<file path="src/rtl/spis_pkg.sv">
package spis_pkg;

   // Decoded serial clock events in the system clock domain.
   typedef struct packed {
      logic lead;    // transition away from idle level
      logic trail;   // transition back to idle level
   } sclk_evt_t;

   // Framing events derived from the synchronised select.
   typedef struct packed {
      logic active;  // select asserted
      logic start;   // first cycle of assertion
   } frame_evt_t;

   // Index of the synchronised bundle bits.
   localparam int unsigned BIT_SCLK = 0;
   localparam int unsigned BIT_MOSI = 1;
   localparam int unsigned BIT_SELN = 2;
   localparam int unsigned PIN_COUNT = 3;

endpackage

</file>
<file path="src/rtl/spis_sync.sv">
module spis_sync #(
   parameter int unsigned           WIDTH   = 1,
   parameter int unsigned           STAGES  = 2,
   parameter logic [WIDTH-1:0]      RST_VAL = '0
) (
   input  logic             clk,
   input  logic             rst_n,
   input  logic [WIDTH-1:0] d_i,
   output logic [WIDTH-1:0] q_o
);

   generate
      if (STAGES < 2) begin : g_bad_stages
         $error("spis_sync: STAGES must be at least 2");
      end
      if (WIDTH < 1) begin : g_bad_width
         $error("spis_sync: WIDTH must be at least 1");
      end
   endgenerate

   logic [STAGES-1:0][WIDTH-1:0] chain_q;

   always_ff @(posedge clk or negedge rst_n) begin
      if (!rst_n) begin
         chain_q <= {STAGES{RST_VAL}};
      end else begin
         chain_q <= {chain_q[STAGES-2:0], d_i};
      end
   end

   assign q_o = chain_q[STAGES-1];

endmodule

</file>
<file path="src/rtl/spis_edge.sv">
module spis_edge
   import spis_pkg::*;
(
   input  logic       clk,
   input  logic       rst_n,
   input  logic       sclk_s_i,
   input  logic       sel_n_s_i,
   input  logic       cpol_i,
   output sclk_evt_t  evt_o,
   output frame_evt_t frm_o
);

   logic sclk_q;
   logic act_q;
   logic act;

   assign act = ~sel_n_s_i;

   always_ff @(posedge clk or negedge rst_n) begin
      if (!rst_n) begin
         sclk_q <= 1'b0;
         act_q  <= 1'b0;
      end else begin
         sclk_q <= sclk_s_i;
         act_q  <= act;
      end
   end

   // Edges only count while selected; the rest are dropped here.
   always_comb begin
      evt_o.lead  = act && (sclk_q == cpol_i) && (sclk_s_i != cpol_i);
      evt_o.trail = act && (sclk_q != cpol_i) && (sclk_s_i == cpol_i);
      frm_o.active = act;
      frm_o.start  = act && !act_q;
   end

   AST_EDGE_EXCLUSIVE: assert property (@(posedge clk) disable iff (!rst_n)
      !(evt_o.lead && evt_o.trail));

endmodule

</file>
<file path="src/rtl/spis_core.sv">
module spis_core
   import spis_pkg::*;
#(
   parameter int unsigned DATA_W = 8
) (
   input  logic              clk,
   input  logic              rst_n,
   input  logic              cpha_i,
   input  sclk_evt_t         evt_i,
   input  frame_evt_t        frm_i,
   input  logic              mosi_s_i,
   input  logic [DATA_W-1:0] tx_data_i,
   output logic              tx_take_o,
   output logic              miso_o,
   output logic              miso_oe_o,
   output logic [DATA_W-1:0] rx_data_o,
   output logic              rx_valid_o
);

   localparam int unsigned CNT_W = (DATA_W > 1) ? $clog2(DATA_W) : 1;
   localparam logic [CNT_W-1:0] CNT_LAST = CNT_W'(DATA_W - 1);

   generate
      if (DATA_W < 2) begin : g_bad_width
         $error("spis_core: DATA_W must be at least 2");
      end
   endgenerate

   logic [DATA_W-1:0] tx_sr;
   logic [DATA_W-1:0] rx_sr;
   logic [DATA_W-1:0] rx_next;
   logic [CNT_W-1:0]  bit_cnt;
   logic              word_done;
   logic              oe_q;
   logic              last_bit;

   assign rx_next  = {rx_sr[DATA_W-2:0], mosi_s_i};
   assign last_bit = (bit_cnt == CNT_LAST);

   always_ff @(posedge clk or negedge rst_n) begin
      if (!rst_n) begin
         tx_sr      <= '0;
         rx_sr      <= '0;
         rx_data_o  <= '0;
         rx_valid_o <= 1'b0;
         tx_take_o  <= 1'b0;
         bit_cnt    <= '0;
         word_done  <= 1'b0;
         oe_q       <= 1'b0;
      end else begin
         rx_valid_o <= 1'b0;
         tx_take_o  <= 1'b0;
         oe_q       <= frm_i.active;
         if (!frm_i.active) begin
            bit_cnt   <= '0;
            word_done <= 1'b0;
         end else if (frm_i.start) begin
            bit_cnt   <= '0;
            word_done <= 1'b0;
            if (!cpha_i) begin
               tx_sr     <= tx_data_i;
               tx_take_o <= 1'b1;
            end else begin
               tx_sr <= '0;
            end
         end else if (!cpha_i) begin
            // Phase 0: sample on leading, advance on trailing.
            if (evt_i.lead && !word_done) begin
               rx_sr <= rx_next;
               if (last_bit) begin
                  rx_data_o  <= rx_next;
                  rx_valid_o <= 1'b1;
                  word_done  <= 1'b1;
                  bit_cnt    <= '0;
               end else begin
                  bit_cnt <= bit_cnt + 1'b1;
               end
            end else if (evt_i.trail && !word_done && bit_cnt != '0) begin
               tx_sr <= {tx_sr[DATA_W-2:0], 1'b0};
            end
         end else begin
            // Phase 1: drive on leading, sample on trailing.
            if (evt_i.lead) begin
               if (bit_cnt == '0) begin
                  tx_sr     <= tx_data_i;
                  tx_take_o <= 1'b1;
               end else begin
                  tx_sr <= {tx_sr[DATA_W-2:0], 1'b0};
               end
            end else if (evt_i.trail) begin
               rx_sr <= rx_next;
               if (last_bit) begin
                  rx_data_o  <= rx_next;
                  rx_valid_o <= 1'b1;
                  bit_cnt    <= '0;
               end else begin
                  bit_cnt <= bit_cnt + 1'b1;
               end
            end
         end
      end
   end

   assign miso_oe_o = oe_q;
   assign miso_o    = oe_q & tx_sr[DATA_W-1];

   AST_VALID_PULSE: assert property (@(posedge clk) disable iff (!rst_n)
      rx_valid_o |=> !rx_valid_o);
   AST_TAKE_PULSE: assert property (@(posedge clk) disable iff (!rst_n)
      tx_take_o |=> !tx_take_o);
   AST_DESEL_QUIET: assert property (@(posedge clk) disable iff (!rst_n)
      !frm_i.active |=> (!rx_valid_o && !tx_take_o && bit_cnt == '0));
   AST_CNT_RANGE: assert property (@(posedge clk) disable iff (!rst_n)
      bit_cnt <= CNT_LAST);
   AST_DONE_HOLDS: assert property (@(posedge clk) disable iff (!rst_n)
      (word_done && frm_i.active && !frm_i.start && !cpha_i) |=> !rx_valid_o);

endmodule

</file>
<file path="src/rtl/spis_slave_frame.sv">
module spis_slave_frame
   import spis_pkg::*;
#(
   parameter int unsigned DATA_W      = 8,
   parameter int unsigned SYNC_STAGES = 2
) (
   input  logic              clk,
   input  logic              rst_n,
   input  logic              sclk_i,
   input  logic              mosi_i,
   input  logic              sel_n_i,
   input  logic              cpol_i,
   input  logic              cpha_i,
   input  logic [DATA_W-1:0] tx_data_i,
   output logic              tx_take_o,
   output logic              miso_o,
   output logic              miso_oe_o,
   output logic [DATA_W-1:0] rx_data_o,
   output logic              rx_valid_o
);

   localparam logic [PIN_COUNT-1:0] PIN_RST = PIN_COUNT'(1) << BIT_SELN;

   logic [PIN_COUNT-1:0] pins_raw;
   logic [PIN_COUNT-1:0] pins_s;
   sclk_evt_t            evt;
   frame_evt_t           frm;

   always_comb begin
      pins_raw           = '0;
      pins_raw[BIT_SCLK] = sclk_i;
      pins_raw[BIT_MOSI] = mosi_i;
      pins_raw[BIT_SELN] = sel_n_i;
   end

   spis_sync #(
      .WIDTH   (PIN_COUNT),
      .STAGES  (SYNC_STAGES),
      .RST_VAL (PIN_RST)
   ) u_sync (
      .clk   (clk),
      .rst_n (rst_n),
      .d_i   (pins_raw),
      .q_o   (pins_s)
   );

   spis_edge u_edge (
      .clk       (clk),
      .rst_n     (rst_n),
      .sclk_s_i  (pins_s[BIT_SCLK]),
      .sel_n_s_i (pins_s[BIT_SELN]),
      .cpol_i    (cpol_i),
      .evt_o     (evt),
      .frm_o     (frm)
   );

   spis_core #(
      .DATA_W (DATA_W)
   ) u_core (
      .clk        (clk),
      .rst_n      (rst_n),
      .cpha_i     (cpha_i),
      .evt_i      (evt),
      .frm_i      (frm),
      .mosi_s_i   (pins_s[BIT_MOSI]),
      .tx_data_i  (tx_data_i),
      .tx_take_o  (tx_take_o),
      .miso_o     (miso_o),
      .miso_oe_o  (miso_oe_o),
      .rx_data_o  (rx_data_o),
      .rx_valid_o (rx_valid_o)
   );

   AST_TRISTATE_ZERO: assert property (@(posedge clk) disable iff (!rst_n)
      !miso_oe_o |-> !miso_o);
   AST_OE_NEEDS_SEL: assert property (@(posedge clk) disable iff (!rst_n)
      (miso_oe_o && $past(miso_oe_o)) |-> $past(frm.active));

endmodule

</file>
<file path="config.mk">
export PLATFORM = sky130hd
export DESIGN_NAME = spis_slave_frame
export DESIGN_NICKNAME = d
export VERILOG_FILES = /design/src/rtl/spis_pkg.sv /design/src/rtl/spis_sync.sv /design/src/rtl/spis_edge.sv /design/src/rtl/spis_core.sv /design/src/rtl/spis_slave_frame.sv
export SDC_FILE = /design/constraint.sdc
export NUM_CORES = 1
export LEC_CHECK = 0
export BUFFER_PORTS_ARGS = -buffer_cell sky130_fd_sc_hd__buf_4
export CAP_MARGIN = 10
export CORE_UTILIZATION = 40
export CTS_CLUSTER_SIZE = 30
export DETAILED_ROUTE_END_ITERATION = 8
export SETUP_SLACK_MARGIN = 0.1
export SLEW_MARGIN = 0
export SYNTH_ARGS = -nofsm -noshare
export SYNTH_HDL_FRONTEND = slang
export SYNTH_HIERARCHICAL = 1
export SYNTH_SLANG_ARGS = --single-unit
</file>
<file path="constraint.sdc">
create_clock -name clk -period 2.1 [get_ports clk]
set_input_delay 0.525 -clock clk [delete_from_list [all_inputs] [get_ports clk]]
set_output_delay 0.525 -clock clk [all_outputs]
set_load 0.005 [all_outputs]
</file>
==> impl_metrics.ini <==
[final_layout]
final_nets = 185
regArea_sq_um = 953
stdcell_area_sq_um = 2230
final_cells = 218
n_antenna_cell = 0
final_layout_size_suffix_gt1_frac = 0.470
fin_util = 0.543
multi_input_area_sq_um = 763
area_delta_synth_final_pct = 26.5
fill_cells = 342

[detailed_routing]
drc = 0
vias_per_cell = 5.25
avgRoutedWirePerCell_microns = 14.9
firstDrtPassIters = 4
wirelength_microns = 3250
drtIter0Drc = 60
vias = 1145
ant_nets = 0

[placement]
placed_cell_area_sq_um = 2040
hpwl_microns = 2180
numPortBuffers = 26
gp_congestion = 0.752
dp_cells = 208

[sta]
finClkSkew_ns = 0.00778
finalHoldViolCount = 0
tightestPinTransition_ns = 0.479
fin_crit_sh = 0.967
max_freq_mhz = 492
rsz0062_at_grt = yes
relSlewSlack = 0.681
min_period_ns = 2.03
setup_viol = 0
maxSlewViolCount = 0

[clock_network]
h-tree-depth = 2
clock-root-buffer = clkbuf_8
cts_tree = yes
clk_pin_slew_worst_paths_ns = 0.08
cts_buffers = 5
clock-sinks = 38
worstSkewPairLatency_ns = 0.29
clk_path_buf_depth = 2
ctsHoldBuffers = 0

[synthesis]
synth_edf_count = 0
synth_top_family_by_area = multiplexers
yosysMostFrequentCell = dfrtp_1
synth_area_per_cell_sq_um = 13.3
yosys-top-cells-area = dfrtp_1, mux2_2, mux2_4
synth_xor_area_frac = 0
yosysWarnings = 6
synthCells = 133
synth-simple-area-share = 0.0709
syn_nets = 151
ys_seq_elements = 38
synth-async-reset-ratio = 1.00
synth_top_area_frac = 0.510
yosysSeqAreaShare = 0.540
muxShareOfSynthArea = 0.209
synth_common_cells = dfrtp_1, mux2_2, mux2_4, mux2i_1
synth_fa_ha_area_frac = 0.0213
synth_compound_area_frac = 0.112
ys.flop_type = dfrtp_1
synth.largest_area_cell = dfrtp_1
ys_types = 29
netlist_area_sq_um = 1770

[power_and_ir_drop]
pwr-share-seq = 0.463
vdd_ir_drop_max_mv = 0.441
switching_share = 0.224
p_comb_frac = 0.134
power.net_switching_mw = 0.425
clockPowerShare = 0.403
internal-power_mw = 1.48
p_per_area_nw_per_um2 = 851
p_leak_nw = 1.11

[setup_path]
path_class = reg2reg
r2r_slack_ns = 0.07
cp.arrival_ns = 2.21
rr_endpoint = u_core/tx_sr[1]$_DFFE_PN0P_
cp-end-kind = flip-flop
critPathMaxFanout = 8
cp-start-kind = flip-flop
r2r_start = u_sync/q_o[2]$_DFF_PN1_
cp.required_ns = 2.28
r2r_cells = 7

[run_status]
status = finished, final reports clean

[floorplanning]
die_h_microns = 68.4
ioPinCount = 27
core_area_sq_um = 4120
die_area_sq_um = 4680
die_w_microns = 68.4
rows = 23
initial_utilization = 0.429

[global_route]
grt_pass1_vias = 1152
grt_max_degree = 39
grt_pass1_wl_microns = 5470
grt_util_met1 = 0.202
overflow = 0
met2_usage = 0.266
antenna_found_initial = 0
busiest_layer = met2
grtUsageMet3 = 0.0500
track_usage = 0.161

[min_path]
hp-class = in2async

[run]
maxCapViolCount = 0
## cells in the final DEF (no fill, tap or decap), types with 3 or more instances in the layout
| cell type | n |
|---|---|
| dfrtp_1 | 36 |
| a22oi_1 | 7 |
| a22o_1 | 3 |
| o22ai_1 | 7 |
| clkbuf_8 | 6 |
| buf_4 | 34 |
| ha_1 | 3 |
| nor2_1 | 5 |
| nand2b_1 | 4 |
| mux2i_1 | 8 |
| inv_1 | 6 |
| buf_6 | 3 |
| mux2_2 | 14 |
| mux2_4 | 9 |
## critical path, cell delays in order (launching register included)
cell and delay (ns):
dfstp_2 0.39, or2_4 0.26, o22ai_4 0.16, or3b_4 0.43, buf_6 0.14, o21ai_4 0.14, a21oi_4 0.09, mux2_4 0.32
## kinds of logic after synthesis
| group | after synthesis |
|---|---|
| adder cells (fa/ha/maj) | 3 |
| AND/OR/NAND/NOR | 20 |
| buffers and inverters | 16 |
| multiplexers | 31 |
| AO/OA/AOI/OAI | 25 |
| flip-flops | 38 |
## stage by stage
step / hold slack [ns] / power, mW / setup WS [ns] / TNS [ns]
after floorplan: 0.229 / 1.05 / -0.0208 / -0.145
after global placement: 0.334 / 1.12 / -0.142 / -2.63
after detailed placement: 0.338 / 1.14 / -0.191 / -3.81
after CTS: 0.205 / 1.92 / 0.0699 / 0
after global routing: 0.229 / 1.98 / 0.0184 / 0
final: 0.194 / 1.90 / 0.0687 / 0
## flip-flops by register name, indices dropped and copies added (netlist names)
register and cells:
u_edge/act_q 1, u_core/miso_oe_o 1, u_sync/q_o 3, u_core/tx_sr 8
u_edge/sclk_q 1, u_sync/chain_q 3, u_core/tx_take_o 1, u_core/bit_cnt 3
u_core/rx_data_o 8, u_core/rx_sr 7, u_core/word_done 1, u_core/rx_valid_o 1
## routing by layer
metal	up-vias	part of all wire
li1	544	-
met1	575	0.49
met2	24	0.47
met3	2	0.038
met4	0	0.0065
met5	-	0
## how the worst max path moves through the flow
stage                                  from                     endpoint  slack (ns)  cells after the start
floorplan                            cpol_i  u_core/rx_sr[0]$_DFFE_PN0P_       -0.02                      6
global placement                     cpol_i  u_core/rx_sr[0]$_DFFE_PN0P_       -0.14                      7
detailed placement                   cpol_i  u_core/rx_sr[5]$_DFFE_PN0P_       -0.19                      7
CTS                 u_sync/q_o[2]$_DFF_PN1_  u_core/tx_sr[1]$_DFFE_PN0P_        0.07                      7
global route        u_sync/q_o[2]$_DFF_PN1_  u_core/rx_sr[2]$_DFFE_PN0P_        0.02                      6
finish              u_sync/q_o[2]$_DFF_PN1_  u_core/tx_sr[1]$_DFFE_PN0P_        0.07                      7
## repair_timing
| action | 4_1_cts | 5_1_grt |
|---|---|---|
| resized for setup | 6 | 1 |
| buffers inserted | 2 | 0 |
| setup endpoints to repair | 22 | 23 |
## power by group through the flow
stage               logic (mW)  registers (mW)  clock network [mW]
finish                   0.255           0.880               0.766
global route             0.281           0.895               0.808
CTS                      0.257           0.880               0.782
detailed placement       0.243           0.892                   0
global placement         0.232           0.890                   0
floorplan                0.175           0.875                   0
## area by class of cell
cell class,count,share of cell area
flip-flops and latches,38,0.427
multi-input cells,79,0.342
repair buffers,37,0.129
clock buffers,6,0.0370
well taps,50,0.0280
clock inverters,2,0.0269
inverters,6,0.0101
(Power assumes the default switching activity.)
